<file path="src/rtl/burst_addr_pkg.sv">
package burst_addr_pkg;

  typedef enum logic [1:0] {
    BK_FIXED = 2'b00,
    BK_INCR  = 2'b01,
    BK_WRAP  = 2'b10,
    BK_RSVD  = 2'b11
  } burst_kind_e;

endpackage

</file>
<file path="src/rtl/bag_decode.sv">
module bag_decode
  import burst_addr_pkg::*;
#(
  parameter int ADDR_W        = 32,
  parameter int LEN_W         = 8,
  parameter int SIZE_W        = 3,
  parameter int WRAP_MAX_LOG2 = 4
) (
  input  logic [1:0]        kind_raw_i,
  input  logic [LEN_W-1:0]  len_i,
  input  logic [SIZE_W-1:0] size_i,
  output burst_kind_e       mode_o,
  output logic [ADDR_W-1:0] size_mask_o,
  output logic [ADDR_W-1:0] win_mask_o,
  output logic              err_o
);

  localparam int BEAT_W = LEN_W + 1;

  logic [BEAT_W-1:0] beats;
  logic              wrap_legal;
  burst_kind_e       kind;

  assign kind  = burst_kind_e'(kind_raw_i);
  assign beats = {1'b0, len_i} + BEAT_W'(1);

  // wrap length legal when the beat count is a power of two from 2 upward
  always_comb begin
    wrap_legal = 1'b0;
    for (int k = 1; k <= WRAP_MAX_LOG2; k++) begin
      if (beats == BEAT_W'(1 << k)) wrap_legal = 1'b1;
    end
  end

  assign size_mask_o = (ADDR_W'(1) << size_i) - ADDR_W'(1);
  assign win_mask_o  = (ADDR_W'(beats) << size_i) - ADDR_W'(1);

  always_comb begin
    mode_o = BK_FIXED;
    err_o  = 1'b0;
    unique case (kind)
      BK_FIXED: mode_o = BK_FIXED;
      BK_INCR:  mode_o = BK_INCR;
      BK_WRAP: begin
        mode_o = wrap_legal ? BK_WRAP : BK_INCR;
        err_o  = !wrap_legal;
      end
      default: begin
        mode_o = BK_FIXED;
        err_o  = 1'b1;
      end
    endcase
  end

  // a legal wrap always has a window covering at least the beat size
  always_comb begin
    if (mode_o == BK_WRAP)
      a_r8_window_covers_size: assert ((win_mask_o & size_mask_o) == size_mask_o);
  end

endmodule

</file>
<file path="src/rtl/bag_beat_ctr.sv">
module bag_beat_ctr #(
  parameter int LEN_W = 8
) (
  input  logic             clk,
  input  logic             rst_n,
  input  logic             load_i,
  input  logic [LEN_W-1:0] len_i,
  input  logic             step_i,
  output logic             busy_o,
  output logic             last_o,
  output logic             adv_o
);

  logic [LEN_W-1:0] left_q, left_d;
  logic             busy_q, busy_d;
  logic             cnt_en;

  assign adv_o  = step_i && busy_q && !load_i;
  assign cnt_en = load_i || adv_o;

  always_comb begin
    left_d = left_q;
    busy_d = busy_q;
    if (load_i) begin
      left_d = len_i;
      busy_d = 1'b1;
    end else if (adv_o) begin
      if (left_q == '0) busy_d = 1'b0;
      else              left_d = left_q - LEN_W'(1);
    end
  end

  always_ff @(posedge clk or negedge rst_n) begin
    if (!rst_n) begin
      left_q <= '0;
      busy_q <= 1'b0;
    end else if (cnt_en) begin
      left_q <= left_d;
      busy_q <= busy_d;
    end
  end

  assign busy_o = busy_q;
  assign last_o = busy_q && (left_q == '0);

  a_r3_last_only_when_busy: assert property (@(posedge clk) disable iff (!rst_n)
    last_o |-> busy_o);
  a_r3_done_after_last: assert property (@(posedge clk) disable iff (!rst_n)
    (last_o && step_i && !load_i) |=> !busy_o);
  a_r4_idle_step_ignored: assert property (@(posedge clk) disable iff (!rst_n)
    (!busy_o && !load_i) |=> !busy_o);
  a_r4_hold_last: assert property (@(posedge clk) disable iff (!rst_n)
    (busy_o && !step_i && !load_i) |=> ($stable(last_o) && busy_o));

endmodule

</file>
<file path="src/rtl/bag_addr_step.sv">
module bag_addr_step
  import burst_addr_pkg::*;
#(
  parameter int ADDR_W = 32
) (
  input  logic              clk,
  input  logic              rst_n,
  input  logic              load_i,
  input  logic [ADDR_W-1:0] start_i,
  input  burst_kind_e       mode_i,
  input  logic [ADDR_W-1:0] size_mask_i,
  input  logic [ADDR_W-1:0] win_mask_i,
  input  logic              adv_i,
  output logic [ADDR_W-1:0] addr_o
);

  logic [ADDR_W-1:0] cur_q, cur_d;
  logic [ADDR_W-1:0] smask_q, wmask_q;
  burst_kind_e       mode_q;
  logic [ADDR_W-1:0] aligned, bumped;
  logic              cfg_en, addr_en;

  assign aligned = cur_q & ~smask_q;
  assign bumped  = aligned + smask_q + ADDR_W'(1);
  assign cfg_en  = load_i;
  assign addr_en = load_i || adv_i;

  always_comb begin
    cur_d = cur_q;
    if (load_i) begin
      cur_d = start_i;
    end else if (adv_i) begin
      unique case (mode_q)
        BK_INCR: cur_d = bumped;
        BK_WRAP: cur_d = (cur_q & ~wmask_q) | (bumped & wmask_q);
        default: cur_d = cur_q;
      endcase
    end
  end

  always_ff @(posedge clk or negedge rst_n) begin
    if (!rst_n) begin
      mode_q  <= BK_FIXED;
      smask_q <= '0;
      wmask_q <= '0;
    end else if (cfg_en) begin
      mode_q  <= mode_i;
      smask_q <= size_mask_i;
      wmask_q <= win_mask_i;
    end
  end

  always_ff @(posedge clk or negedge rst_n) begin
    if (!rst_n) cur_q <= '0;
    else if (addr_en) cur_q <= cur_d;
  end

  assign addr_o = cur_q;

  a_r5_fixed_holds: assert property (@(posedge clk) disable iff (!rst_n)
    (mode_q == BK_FIXED && !load_i) |=> $stable(addr_o));
  a_r6_incr_aligned: assert property (@(posedge clk) disable iff (!rst_n)
    (mode_q == BK_INCR && adv_i && !load_i) |=> ((addr_o & smask_q) == '0));
  a_r7_wrap_in_window: assert property (@(posedge clk) disable iff (!rst_n)
    (mode_q == BK_WRAP && adv_i && !load_i) |=>
      ((addr_o & ~wmask_q) == ($past(addr_o) & ~wmask_q)));
  a_r4_no_step_holds: assert property (@(posedge clk) disable iff (!rst_n)
    (!adv_i && !load_i) |=> $stable(addr_o));

endmodule

</file>
<file path="src/rtl/burst_addr_gen.sv">
module burst_addr_gen
  import burst_addr_pkg::*;
#(
  parameter int ADDR_W        = 32,
  parameter int LEN_W         = 8,
  parameter int SIZE_W        = 3,
  parameter int WRAP_MAX_LOG2 = 4
) (
  input  logic              clk,
  input  logic              rst_n,
  input  logic              load_i,
  input  logic [ADDR_W-1:0] start_addr_i,
  input  logic [LEN_W-1:0]  len_i,
  input  logic [SIZE_W-1:0] size_i,
  input  logic [1:0]        kind_i,
  input  logic              step_i,
  output logic [ADDR_W-1:0] addr_o,
  output logic              last_o,
  output logic              busy_o,
  output logic              err_o
);

  burst_kind_e       mode;
  logic [ADDR_W-1:0] size_mask, win_mask;
  logic              dec_err, adv;
  logic              err_q, err_d;

  bag_decode #(
    .ADDR_W(ADDR_W), .LEN_W(LEN_W), .SIZE_W(SIZE_W), .WRAP_MAX_LOG2(WRAP_MAX_LOG2)
  ) u_decode (
    .kind_raw_i (kind_i),
    .len_i      (len_i),
    .size_i     (size_i),
    .mode_o     (mode),
    .size_mask_o(size_mask),
    .win_mask_o (win_mask),
    .err_o      (dec_err)
  );

  bag_beat_ctr #(.LEN_W(LEN_W)) u_ctr (
    .clk   (clk),
    .rst_n (rst_n),
    .load_i(load_i),
    .len_i (len_i),
    .step_i(step_i),
    .busy_o(busy_o),
    .last_o(last_o),
    .adv_o (adv)
  );

  bag_addr_step #(.ADDR_W(ADDR_W)) u_step (
    .clk        (clk),
    .rst_n      (rst_n),
    .load_i     (load_i),
    .start_i    (start_addr_i),
    .mode_i     (mode),
    .size_mask_i(size_mask),
    .win_mask_i (win_mask),
    .adv_i      (adv),
    .addr_o     (addr_o)
  );

  assign err_d = load_i ? dec_err : err_q;

  always_ff @(posedge clk or negedge rst_n) begin
    if (!rst_n) err_q <= 1'b0;
    else        err_q <= err_d;
  end

  assign err_o = err_q && busy_o;

  a_r2_load_presents_start: assert property (@(posedge clk) disable iff (!rst_n)
    load_i |=> (busy_o && addr_o == $past(start_addr_i)));
  a_r9_reserved_flags: assert property (@(posedge clk) disable iff (!rst_n)
    (load_i && kind_i == 2'b11) |=> err_o);
  a_r10_clean_kind_no_err: assert property (@(posedge clk) disable iff (!rst_n)
    (load_i && kind_i[1] == 1'b0) |=> !err_o);
  a_r1_err_only_busy: assert property (@(posedge clk) disable iff (!rst_n)
    err_o |-> busy_o);

endmodule

</file>
<file path="config.mk">
export PLATFORM = sky130hd
export DESIGN_NAME = burst_addr_gen
export DESIGN_NICKNAME = d
export VERILOG_FILES = /design/src/rtl/burst_addr_pkg.sv /design/src/rtl/bag_decode.sv /design/src/rtl/bag_beat_ctr.sv /design/src/rtl/bag_addr_step.sv /design/src/rtl/burst_addr_gen.sv
export SDC_FILE = /design/constraint.sdc
export NUM_CORES = 1
export LEC_CHECK = 0
export BUFFER_PORTS_ARGS = -buffer_cell sky130_fd_sc_hd__buf_2
export CAP_MARGIN = 30
export CORE_MARGIN = 2
export CORE_UTILIZATION = 50
export CTS_CLUSTER_DIAMETER = 30
export DETAILED_ROUTE_END_ITERATION = 12
export PLACE_DENSITY = 0.79
export SLEW_MARGIN = 20
export SYNTH_ARGS = -nofsm -noshare
export SYNTH_HDL_FRONTEND = slang
export SYNTH_SLANG_ARGS = --single-unit
</file>
<file path="constraint.sdc">
create_clock -name clk -period 3.25 [get_ports clk]
set_input_delay 0.65 -clock clk [delete_from_list [all_inputs] [get_ports clk]]
set_output_delay 0.65 -clock clk [all_outputs]
set_load 0.02 [all_outputs]
</file>
==> report_table.html <==
<table>
<tr><th>Metric</th><th>Value</th></tr>
<tr><th colspan="2">Power</th></tr>
<tr><td>Static leakage</td><td>0.00310 uW</td></tr>
<tr><td>Areal power density over the cells</td><td>459 mW/mm^2</td></tr>
<tr><td>Maximum resistive drop on vdd</td><td>191 uV</td></tr>
<tr><th colspan="2">Cells and area</th></tr>
<tr><td>Commonest cells after routing, fill and taps aside</td><td>94 x sky130_fd_sc_hd__nor2_1, 90 x sky130_fd_sc_hd__dfrtp_1, 81 x sky130_fd_sc_hd__buf_2, 80 x sky130_fd_sc_hd__o21ai_0, 62 x sky130_fd_sc_hd__nand2_1</td></tr>
<tr><td>Synthesis-to-layout area growth</td><td>16.4%</td></tr>
<tr><td>Number of diodes</td><td>0</td></tr>
<tr><td>Final instance area</td><td>0.00721 mm^2</td></tr>
<tr><td>Most common library cell in the layout ignoring fill and taps</td><td>sky130_fd_sc_hd__nor2_1</td></tr>
<tr><td>Share of layout cells above drive strength 1</td><td>19.0%</td></tr>
<tr><td>Final net count</td><td>905</td></tr>
<tr><th colspan="2">Synthesis</th></tr>
<tr><td>Commonest register cell after synthesis</td><td>sky130_fd_sc_hd__dfrtp_1</td></tr>
<tr><td>Post-synth cell types</td><td>69</td></tr>
<tr><td>Mean cell area of the mapped netlist</td><td>8.08 um^2</td></tr>
<tr><td>Total nets after synthesis</td><td>827</td></tr>
<tr><td>Top cell type by total area after synthesis</td><td>sky130_fd_sc_hd__dfrtp_1</td></tr>
<tr><td>Instance count of the mapped netlist</td><td>766</td></tr>
<tr><td>Leading post-synthesis cells by cell area</td><td>sky130_fd_sc_hd__dfrtp_1 36%, sky130_fd_sc_hd__o21ai_0 6.5%, sky130_fd_sc_hd__nor2_1 5.7%, sky130_fd_sc_hd__a21oi_1 3.8%, sky130_fd_sc_hd__nand2_1 3.8%</td></tr>
<tr><td>Fraction of post-synthesis cell area in the top cell type by area</td><td>36.4%</td></tr>
<tr><td>Area of the mapped netlist</td><td>0.00619 mm^2</td></tr>
<tr><td>EDFF count, synth</td><td>0</td></tr>
<tr><td>Post-synthesis register bit count</td><td>90</td></tr>
<tr><td>Number of warning messages in the yosys log</td><td>0</td></tr>
<tr><td>Register area share after synthesis</td><td>36.4%</td></tr>
<tr><td>FFs w/ async S/R, synth</td><td>100%</td></tr>
<tr><th colspan="2">STA</th></tr>
<tr><td>Final cycle utilization of the critical path</td><td>91.6%</td></tr>
<tr><td>Number of failing setup endpoints in the final timing report</td><td>0</td></tr>
<tr><td>Max Clock Freq</td><td>0.336 GHz</td></tr>
<tr><td>TNS Setup</td><td>0 ns</td></tr>
<tr><td>Endpoints failing hold</td><td>0</td></tr>
<tr><td>Shortest period the worst path allows</td><td>2.98 ns</td></tr>
<tr><td>Skew final</td><td>0.0111 ns</td></tr>
<tr><td>RSZ-0062 raised after global routing</td><td>no</td></tr>
<tr><td>Slew of the pin with the lowest slew margin</td><td>0.816 ns</td></tr>
<tr><td>Max-slew headroom at the worst pin</td><td>45.6%</td></tr>
<tr><td>Count of final max-slew check failures</td><td>0</td></tr>
<tr><th colspan="2">Worst setup path</th></tr>
<tr><td>Largest stage delay, worst path</td><td>0.55 ns</td></tr>
<tr><td>Worst EP required</td><td>3.48 ns</td></tr>
<tr><td>Setup slack, reg-to-reg</td><td>0.27 ns</td></tr>
<tr><td>Arrival time at the worst endpoint</td><td>3.21 ns</td></tr>
<tr><td>Crit start category</td><td>flip-flop</td></tr>
<tr><td>Worst-path cell chain</td><td>o22ai_2, or4_4, or4_4, nor4_4, and4bb_1, mux2i_1, nor3_2, a221o_1</td></tr>
<tr><td>Master of the slowest instance on the critical path</td><td>sky130_fd_sc_hd__or4_4</td></tr>
<tr><td>Most used cell, CP</td><td>sky130_fd_sc_hd__or4_4</td></tr>
<tr><td>Critical Path Fanout Max</td><td>4</td></tr>
<tr><td>CP Class</td><td>reg2reg</td></tr>
<tr><td>Crit end category</td><td>flip-flop</td></tr>
<tr><td>Count of buffering cells on the critical path with inverters included</td><td>0</td></tr>
<tr><td>Worst path top cell family by delay</td><td>simple AND/OR/NAND/NOR gates</td></tr>
<tr><th colspan="2">Route</th></tr>
<tr><td>Routed via count</td><td>5837</td></tr>
<tr><td>Wire length per cell</td><td>15.9 um</td></tr>
<tr><td>Count of antenna-violating nets left after detailed routing</td><td>0</td></tr>
<tr><td>First-pass iteration count of the detailed router</td><td>5</td></tr>
<tr><td>Via/cell ratio</td><td>5.75</td></tr>
<tr><td>DRC violation count after routing</td><td>0</td></tr>
<tr><td>Starting DRC count in detailed routing</td><td>616</td></tr>
<tr><td>Total Wirelength</td><td>16200 um</td></tr>
<tr><th colspan="2">GRT</th></tr>
<tr><td>Wire length of the first global-routing pass</td><td>26800 um</td></tr>
<tr><td>Antenna violations before repair</td><td>0</td></tr>
<tr><td>Vias in the first global route</td><td>5457</td></tr>
<tr><td>Gr ovfl total</td><td>0</td></tr>
<tr><td>Aggregate global-route resource usage</td><td>25.6%</td></tr>
<tr><td>Pin count of the biggest net entering global routing</td><td>121</td></tr>
<tr><th colspan="2">Placement</th></tr>
<tr><td>Instance area after placement</td><td>0.00690 mm^2</td></tr>
<tr><td>Final Wtd Congestion</td><td>0.915</td></tr>
<tr><td>Count of buffers from port buffering</td><td>83</td></tr>
<tr><td>Half-perimeter wire length of the detailed placement result</td><td>11900 um</td></tr>
<tr><th colspan="2">Floorplanning</th></tr>
<tr><td>Std-Cell Core Area</td><td>0.0121 mm^2</td></tr>
<tr><td>Count of boundary I/O pins</td><td>84</td></tr>
<tr><td>Die Outline Area</td><td>0.0133 mm^2</td></tr>
<tr><td>Width of the die</td><td>115 um</td></tr>
<tr><td>Overall die height</td><td>115 um</td></tr>
<tr><td>Initial Utilization</td><td>51.3%</td></tr>
<tr><td>Placement row count</td><td>40</td></tr>
<tr><th colspan="2">Clocking</th></tr>
<tr><td># hold bufs at CTS</td><td>0</td></tr>
<tr><td>Number of buffers on the longest clock path</td><td>2</td></tr>
<tr><td>Post-CTS setup-driven buffer insertion count</td><td>0</td></tr>
<tr><td>Number of clock sinks</td><td>90</td></tr>
<tr><td>Number of buffers added by the clock tree synthesis step</td><td>9</td></tr>
<tr><td>TritonCTS clock tree</td><td>built</td></tr>
<tr><td>Clock Tree Root</td><td>sky130_fd_sc_hd__clkbuf_16</td></tr>
<tr><td>CTS clk-pin slew, worst paths</td><td>0.07 ns</td></tr>
<tr><td>Clock Latency Late Sink</td><td>0.35 ns</td></tr>
<tr><td>Number of instances resized during post-cts repair</td><td>0</td></tr>
<tr><td>Count of H-tree levels built during CTS</td><td>3</td></tr>
<tr><th colspan="2">Min path</th></tr>
<tr><td>Class of the most critical hold timing path</td><td>in2async</td></tr>
<tr><th colspan="2">Status</th></tr>
<tr><td>Result of the run</td><td>finished clean</td></tr>
<tr><th colspan="2">Run</th></tr>
<tr><td>Max-Cap Viols</td><td>0</td></tr>
</table>
per-stage QoR:
stage | hold WS (ns) | power [uW] | util, % | instances | worst slack [ns]
after CTS | 0.364 | 3330 | 59.8 | 1016 | 0.302
after global routing | 0.397 | 3490 | 59.8 | 1016 | 0.139
after global placement | 0.469 | 2230 | 57.2 | 1001 | 0.0604
final | 0.339 | 3310 | 59.8 | 1016 | 0.271
after floorplan | 0.354 | 1950 | - | 766 | 0.0754
after detailed placement | 0.487 | 2250 | 57.2 | 1001 | 0.0247
worst reg2reg max path: cells and delay by family (launching register included):
kind	cells	cell delay [ns]
AO/OA/AOI/OAI	2	0.40
multiplexers	1	0.23
flip-flops	1	0.42
AND/OR/NAND/NOR	5	1.79
cell usage after synthesis (4+ instances only):
master                     number
sky130_fd_sc_hd__nor2_1        94
sky130_fd_sc_hd__dfrtp_1       90
sky130_fd_sc_hd__o21ai_0       81
sky130_fd_sc_hd__nand2_1       62
sky130_fd_sc_hd__a21oi_1       47
sky130_fd_sc_hd__inv_1         39
sky130_fd_sc_hd__clkbuf_1      38
sky130_fd_sc_hd__xor2_1        26
sky130_fd_sc_hd__nor3_1        25
sky130_fd_sc_hd__o21ai_1       21
sky130_fd_sc_hd__xnor2_1       21
sky130_fd_sc_hd__o21a_1        20
sky130_fd_sc_hd__nand3_1       13
sky130_fd_sc_hd__ha_1          12
sky130_fd_sc_hd__mux2_2        12
sky130_fd_sc_hd__o22ai_1       12
sky130_fd_sc_hd__or3_1         12
sky130_fd_sc_hd__a31oi_1       10
sky130_fd_sc_hd__buf_2          9
sky130_fd_sc_hd__nand2b_1       9
sky130_fd_sc_hd__a22oi_1        7
sky130_fd_sc_hd__or2_2          7
sky130_fd_sc_hd__a211oi_1       6
sky130_fd_sc_hd__nand3b_1       6
sky130_fd_sc_hd__nor2b_1        6
sky130_fd_sc_hd__o211ai_1       6
sky130_fd_sc_hd__and2_1         5
sky130_fd_sc_hd__and3_1         4
sky130_fd_sc_hd__and4_1         4
sky130_fd_sc_hd__mux2i_1        4
sky130_fd_sc_hd__nor4_1         4
area by class of cell:
class                   instances  area, um^2
well taps                     168         210
inverters                      39         146
flip-flops and latches         90        2250
fillers                      1095        4850
clock buffers                  13         270
multi-input cells             588        3600
clock inverters                 2        35.0
repair buffers                116         693
report_power, final:
part | switching, uW | internal, uW | leakage (uW)
Combinational | 518 | 350 | 0.00185
Clock | 420 | 653 | 0.000152
Sequential | 123 | 1250 | 0.00110
Total | 1060 | 2250 | 0.00310
kinds of logic after synthesis:
kind of cell	synth area share, %
AND/OR/NAND/NOR	22.1
multiplexers	3.19
flip-flops	36.4
adder cells (fa/ha/maj)	2.42
AO/OA/AOI/OAI	23.7
XOR/XNOR	6.65
buffers and inverters	5.52
worst paths after layout:
| check | from | endpoint | depth (start not counted) |
|---|---|---|---|
| hold reg to reg | u_step.wmask_q[11]$_DFFE_PN0P_ | u_step.wmask_q[11]$_DFFE_PN0P_ | 2 |
| max in group asynchronous | rst_n | asynchronous set/reset pin | 2 |
| hold / removal | rst_n | u_ctr.left_q[1]$_DFFE_PN0P_ | 1 |
| min in group clk | u_step.wmask_q[11]$_DFFE_PN0P_ | u_step.wmask_q[11]$_DFFE_PN0P_ | 2 |
| setup / recovery | flip-flop | flip-flop | 8 |
| setup reg to reg | flip-flop | flip-flop | 8 |
routing by layer:
| layer | share of wire (%) | vias to the layer above | global-route usage [%] |
|---|---|---|---|
| li1 | - | 2869 | - |
| met2 | 44 | 216 | 39.0 |
| met5 | 0 | - | 0 |
| met3 | 6.3 | 29 | 4.06 |
| met4 | 2.3 | 0 | 11.2 |
| met1 | 47 | 2723 | 36.1 |
Note: power is estimated with default switching activity, not from simulation.
